[config.mk]
export PLATFORM = sky130hd
export DESIGN_NAME = core_tick_timer
export DESIGN_NICKNAME = d
export VERILOG_FILES = /design/src/rtl/tick_timer_pkg.sv /design/src/rtl/tick_prescaler.sv /design/src/rtl/tick_countdown.sv /design/src/rtl/tick_deadline.sv /design/src/rtl/core_tick_timer.sv
export SDC_FILE = /design/constraint.sdc
export NUM_CORES = 1
export LEC_CHECK = 0
export ABC_AREA = 1
export CAP_MARGIN = 10
export CORE_ASPECT_RATIO = 0.7
export CORE_MARGIN = 2
export CORE_UTILIZATION = 58
export DETAILED_ROUTE_END_ITERATION = 6
export PLACE_DENSITY = 0.95
export SLEW_MARGIN = 5
export SYNTH_ARGS = -nofsm -noshare
export SYNTH_HDL_FRONTEND = slang
export SYNTH_SLANG_ARGS = --single-unit
[constraint.sdc]
create_clock -name clk -period 8 [get_ports clk]
set_clock_uncertainty 0.2 [all_clocks]
set_input_delay 1.6 -clock clk [delete_from_list [all_inputs] [get_ports clk]]
set_output_delay 1.6 -clock clk [all_outputs]
set_load 0.005 [all_outputs]
[src/rtl/tick_timer_pkg.sv]
package tick_timer_pkg;

  localparam int VEC_W = 8;

  typedef enum logic [1:0] {
    MODE_ONESHOT  = 2'b00,
    MODE_PERIODIC = 2'b01,
    MODE_DEADLINE = 2'b10,
    MODE_SPARE    = 2'b11
  } tmode_e;

  typedef enum logic [1:0] {
    SEL_CTRL     = 2'd0,
    SEL_INIT     = 2'd1,
    SEL_DIV      = 2'd2,
    SEL_DEADLINE = 2'd3
  } tsel_e;

  // packed layout: mode [10:9], mask [8], vector [7:0]
  typedef struct packed {
    tmode_e           mode;
    logic             mask;
    logic [VEC_W-1:0] vec;
  } tctrl_t;

  function automatic logic is_deadline(input tmode_e m);
    return m == MODE_DEADLINE;
  endfunction

  // all-ones code selects 1, otherwise 2^(code+1)
  function automatic logic [31:0] div_ratio(input logic [31:0] code, input int unsigned dw);
    if (code == ((32'd1 << dw) - 32'd1)) return 32'd1;
    return 32'd1 << (code + 32'd1);
  endfunction

endpackage

[src/rtl/tick_prescaler.sv]
module tick_prescaler
  import tick_timer_pkg::*;
#(
  parameter int DIV_W = 3
) (
  input  logic             clk,
  input  logic             rst_n,
  input  logic             restart,
  input  logic [DIV_W-1:0] div_code,
  output logic             tick
);
  localparam int PRE_W = (1 << DIV_W) - 1;

  logic [PRE_W-1:0] pcnt_q;
  logic [PRE_W-1:0] limit;

  always_comb begin
    limit = PRE_W'(div_ratio(32'(div_code), DIV_W) - 32'd1);
    tick  = (pcnt_q >= limit);
  end

  always_ff @(posedge clk) begin
    if (!rst_n)             pcnt_q <= '0;
    else if (restart || tick) pcnt_q <= '0;
    else                    pcnt_q <= pcnt_q + 1'b1;
  end
endmodule

[src/rtl/tick_countdown.sv]
module tick_countdown #(
  parameter int CNT_W = 32
) (
  input  logic             clk,
  input  logic             rst_n,
  input  logic             load,
  input  logic [CNT_W-1:0] load_val,
  input  logic             stop,
  input  logic             tick,
  input  logic             periodic,
  input  logic [CNT_W-1:0] reload_val,
  output logic [CNT_W-1:0] cur,
  output logic             armed,
  output logic             expire
);
  localparam logic [CNT_W-1:0] ONE = CNT_W'(1);

  assign expire = armed && tick && (cur == ONE) && !load && !stop;

  always_ff @(posedge clk) begin
    if (!rst_n) begin
      cur   <= '0;
      armed <= 1'b0;
    end else if (load) begin
      cur   <= load_val;
      armed <= (load_val != '0);
    end else if (stop) begin
      cur   <= '0;
      armed <= 1'b0;
    end else if (expire) begin
      if (periodic) begin
        cur <= reload_val;
      end else begin
        cur   <= '0;
        armed <= 1'b0;
      end
    end else if (armed && tick) begin
      cur <= cur - ONE;
    end
  end
endmodule

[src/rtl/tick_deadline.sv]
module tick_deadline #(
  parameter int TS_W = 64
) (
  input  logic            clk,
  input  logic            rst_n,
  input  logic            wr,
  input  logic [TS_W-1:0] wr_val,
  input  logic            clear,
  input  logic            enable,
  input  logic [TS_W-1:0] tsc,
  output logic            armed,
  output logic            expire
);
  logic [TS_W-1:0] target_q;

  assign armed  = (target_q != '0);
  assign expire = enable && armed && (tsc >= target_q) && !wr && !clear;

  always_ff @(posedge clk) begin
    if (!rst_n)                target_q <= '0;
    else if (wr)               target_q <= wr_val;
    else if (clear || expire)  target_q <= '0;
  end
endmodule

[src/rtl/core_tick_timer.sv]
module core_tick_timer
  import tick_timer_pkg::*;
#(
  parameter int CNT_W = 32,
  parameter int TS_W  = 64,
  parameter int DIV_W = 3
) (
  input  logic             clk,
  input  logic             rst_n,
  input  logic             wr_en,
  input  logic [1:0]       wr_sel,
  input  logic [TS_W-1:0]  wr_data,
  input  logic [TS_W-1:0]  tsc,
  output logic [CNT_W-1:0] cur_count,
  output logic             irq_valid,
  output logic [VEC_W-1:0] irq_vector
);
  localparam int CTRL_W = $bits(tctrl_t);

  tctrl_t           ctrl_q;
  tctrl_t           ctrl_new;
  logic [CNT_W-1:0] init_q;
  logic [DIV_W-1:0] div_q;

  // named internal events
  logic wr_ctrl, wr_init, wr_div, wr_dl;
  logic mode_dl, periodic, mode_stop;
  logic init_load, init_zero;
  logic tick, expire_cd, expire_dl, cd_armed, dl_armed;
  logic [CNT_W-1:0] cur_q;

  assign wr_ctrl  = wr_en && (wr_sel == SEL_CTRL);
  assign wr_init  = wr_en && (wr_sel == SEL_INIT);
  assign wr_div   = wr_en && (wr_sel == SEL_DIV);
  assign wr_dl    = wr_en && (wr_sel == SEL_DEADLINE);
  assign ctrl_new = tctrl_t'(wr_data[CTRL_W-1:0]);

  assign mode_dl   = is_deadline(ctrl_q.mode);
  assign periodic  = (ctrl_q.mode == MODE_PERIODIC);
  assign mode_stop = wr_ctrl && (is_deadline(ctrl_new.mode) != mode_dl);
  assign init_load = wr_init && !mode_dl;
  assign init_zero = init_load && (wr_data[CNT_W-1:0] == '0);

  always_ff @(posedge clk) begin
    if (!rst_n) begin
      ctrl_q <= '0;
      init_q <= '0;
      div_q  <= '0;
    end else begin
      if (wr_ctrl) ctrl_q <= ctrl_new;
      if (wr_init) init_q <= wr_data[CNT_W-1:0];
      if (wr_div)  div_q  <= wr_data[DIV_W-1:0];
    end
  end

  tick_prescaler #(.DIV_W(DIV_W)) u_pre (
    .clk      (clk),
    .rst_n    (rst_n),
    .restart  (init_load),
    .div_code (div_q),
    .tick     (tick)
  );

  tick_countdown #(.CNT_W(CNT_W)) u_cd (
    .clk        (clk),
    .rst_n      (rst_n),
    .load       (init_load),
    .load_val   (wr_data[CNT_W-1:0]),
    .stop       (mode_stop),
    .tick       (tick),
    .periodic   (periodic),
    .reload_val (init_q),
    .cur        (cur_q),
    .armed      (cd_armed),
    .expire     (expire_cd)
  );

  tick_deadline #(.TS_W(TS_W)) u_dl (
    .clk    (clk),
    .rst_n  (rst_n),
    .wr     (wr_dl),
    .wr_val (wr_data),
    .clear  (mode_stop),
    .enable (mode_dl),
    .tsc    (tsc),
    .armed  (dl_armed),
    .expire (expire_dl)
  );

  always_ff @(posedge clk) begin
    if (!rst_n) begin
      irq_valid  <= 1'b0;
      irq_vector <= '0;
    end else begin
      irq_valid  <= (expire_cd || expire_dl) && !ctrl_q.mask;
      irq_vector <= ctrl_q.vec;
    end
  end

  assign cur_count = mode_dl ? '0 : cur_q;
endmodule

==> impl_metrics.json <==
{
  "grt_overflow": 0,
  "power.total_mw": 2.33,
  "synth.largest_area_cell": "dfxtp_1",
  "clock_insertion_delay_worst_skew_ps": 440,
  "synth_fp_nets": 1639,
  "io_buffers": 173,
  "leakage_nw": 5.06,
  "slew_headroom_pct": 24.2,
  "dpl_cell_area_sq_mm": 0.0115,
  "grt_max_degree": 89,
  "cts_resized": 0,
  "cts.sinks": 159,
  "ios": 174,
  "period_needed_ps": 4590,
  "totalWireLength_microns": 29700,
  "netlist-cell-type-count": 41,
  "power.density_mw_per_mm2": 192,
  "gr-usage-all-layers_pct": 33.1,
  "core_area_sq_mm": 0.0164,
  "worst_slew_pin_slew_ps": 1140,
  "whs_path_depth": 2,
  "criticalPathCategory": "reg -> reg",
  "routed-wl-met3_microns": 2850,
  "synthMuxAreaShare_pct": 0,
  "rr_worst_depth": 18,
  "end_kind": "flop",
  "drive_above_1_share_pct": 5.96,
  "numCtsBuffers": 17,
  "final_util_pct": 73.8,
  "avgSynthCellArea_sq_um": 6.85,
  "r2r-start": "div_q[1]",
  "num_vias": 10500,
  "rows": 39,
  "seq_area_frac_synth_pct": 32.5,
  "finalHoldViolations": 0,
  "start_util_pct": 59.7,
  "ys_ff_latch": 159,
  "top_layer": "met4",
  "synth_top_family_by_area": "simple AND/OR/NAND/NOR gates",
  "synth_xor_area_share_pct": 2.50,
  "reg2reg_slack_ps": 3410,
  "drc": 0,
  "yosysWarnings": 0,
  "setup_viol": 0,
  "die_h_microns": 113,
  "fmax_mhz": 218,
  "final_area_sq_mm": 0.0121,
  "worstPathRequired_ps": 8130,
  "cts_tree": "built",
  "drtIter0Drc": 1138,
  "cts_buffer_depth": 2,
  "synth-simple-area-share_pct": 28.8,
  "diodes": 0,
  "synth_compound_area_share_pct": 16.5,
  "dr_wl_met2_microns": 13300,
  "hold_end": "irq_vector[3]",
  "max_cap_viol_count": 0,
  "synthCells": 1430,
  "syn-cell-area_sq_mm": 0.00979,
  "hold_path.startpoint": "ctrl_q[3]",
  "ant_nets": 0,
  "gp_congestion": 0.949,
  "rsz0062_at_grt": "no",
  "crit_fanout": 33,
  "drv_slew": 0,
  "dp_hpwl_microns": 21100,
  "htree_levels": 4,
  "cp.arrival_ps": 4710,
  "timing.hold.ws_ps": 226,
  "synthTopCellsByArea": "dfxtp_1 33%, nand2_1 11%, ha_1 9.7%, a21oi_1 8.8%, nor2_1 6.4%",
  "drt_pre_antenna_iters": 6,
  "synth_fa_ha_area_share_pct": 9.71,
  "tns_ps": 0,
  "synth_top_area_share_pct": 32.5,
  "grt_pass1_vias": 10000,
  "wirelength_met1_microns": 12400,
  "min_path_type": "reg -> reg",
  "critPathLaunchType": "flop",
  "n_fill_cell": 1302,
  "timing.rr.end": "u_cd.cur[17]",
  "die_w_microns": 159,
  "area_growth_syn_to_layout_pct": 23.6,
  "post-cts-setup-buffer-count": 0,
  "post_drt_via_cell_ratio": 5.82,
  "period_share_pct": 57.3,
  "cts.clk_slew.worst_paths_ps": 70,
  "wl_per_cell_microns": 16.5,
  "ir_drop_uv": 146,
  "outcome": "completed",
  "finalNetCount": 1772,
  "cts_root_buf": "clkbuf_16",
  "grt_pass1_wl_microns": 48700,
  "cts_hold_buf": 0,
  "dieArea_sq_mm": 0.0180,
  "antenna_found_initial": 0
}
==> worst max-delay path, cell delays in order (launching register included) <==
cell     delay [ps]
dfxtp_1         350
nand2_1         100
inv_1            40
ha_1            280
inv_1            50
a21oi_1         290
ha_1            280
nand2_1          90
xnor2_1         240
ha_1            320
a21oi_1         170
o21a_1          130
nand3_1         150
nand2_2         170
inv_1           110
nor2_4          620
inv_2           420
o21ai_0         370
a21oi_2          60
==> metal layers <==
| metal | GRT usage (%) | vias up |
|---|---|---|
| met5 | 0 | - |
| met4 | 14.2 | 0 |
| met3 | 6.78 | 109 |
| met2 | 52.8 | 587 |
| met1 | 43.9 | 4830 |
| li1 | - | 4961 |
==> logic make-up after synthesis <==
kind of cell    after synthesis
buf+inv                     230
xor+xnor                     28
simple gates                643
compound gates              294
flops                       159
fa+ha+maj                    76
==> metrics by stage <==
stage / setup slack (ps) / instances
after global placement: 3610 / 1769
after floorplan: 4690 / 1430
final: 3410 / 1801
after CTS: 3520 / 1801
after global routing: 3150 / 1801
after detailed placement: 3510 / 1769
==> cell usage after synthesis <==
master and instances:
a21oi_1 173, a21oi_2 16, and2_1 1, buf_1 7
buf_12 1, buf_2 4, buf_4 1, buf_6 9
buf_8 1, clkbuf_1 37, clkbuf_2 3, clkinv_1 1
dfxtp_1 159, ha_1 76, inv_1 159, inv_2 6
inv_8 1, nand2_1 281, nand2_2 5, nand2_4 2
nand2_8 1, nand3_1 113, nand3_2 1, nand3_4 1
nand3b_1 2, nand4_1 25, nor2_1 166, nor2_2 8
nor2_4 4, nor2_8 1, nor3_1 15, nor3b_1 2
nor4_1 15, o211ai_2 8, o21a_1 4, o21ai_0 88
o21ai_1 2, o21ai_2 2, o21bai_1 1, xnor2_1 3
xor2_1 25
==> how the worst max path moves through the flow <==
stage / startpoint / to / depth (start not counted)
4_1_cts: div_q[1] / u_cd.cur[17] / 18
3_5_place_dp: wr_sel[1] / u_cd.cur[17] / 9
5_1_grt: div_q[1] / u_cd.cur[17] / 18
6_report: div_q[1] / u_cd.cur[17] / 18
2_1_floorplan: tsc[31] / u_dl.target_q[10] / 15
3_3_place_gp: wr_sel[1] / u_cd.cur[17] / 9
==> area by class of cell <==
cell class | count | area [sq um] | area share (%)
clock inverters | 15 | 191 | 1.58
multi-input cells | 1041 | 5630 | 46.5
flip-flops and latches | 159 | 3180 | 26.3
inverters | 167 | 634 | 5.24
well taps | 225 | 282 | 2.33
repair buffers | 177 | 1760 | 14.5
clock buffers | 17 | 425 | 3.52
==> layout by cell type (no fill, tap or decap), types with 8 or more instances in the layout <==
cell             instances
dfxtp_1                159
ha_1                    76
nand4_1                 25
xor2_1                  25
a21oi_2                 16
clkdlybuf4s50_1        172
nor4_1                  15
clkbuf_16               17
nor2_2                   8
o211ai_2                 8
inv_1                  158
nor3_1                  15
nor2_1                 166
nand2_1                281
nand3_1                113
a21oi_1                173
o21ai_0                 88
==> state kept, by name, indices dropped and copies added (netlist names) <==
name,cells
ctrl_q,11
div_q,3
init_q,32
irq_valid,1
irq_vector,8
u_cd.armed,1
u_cd.cur,32
u_dl.target_q,64
u_pre.pcnt_q,7
==> where the power goes <==
| group | internal [mW] | total (mW) | switching, mW |
|---|---|---|---|
| combinational | 0.244 | 0.578 | 0.334 |
| sequential | 0.834 | 0.875 | 0.0407 |
| clock | 0.501 | 0.873 | 0.372 |
No activity file was read; power rests on OpenSTA's default activity.
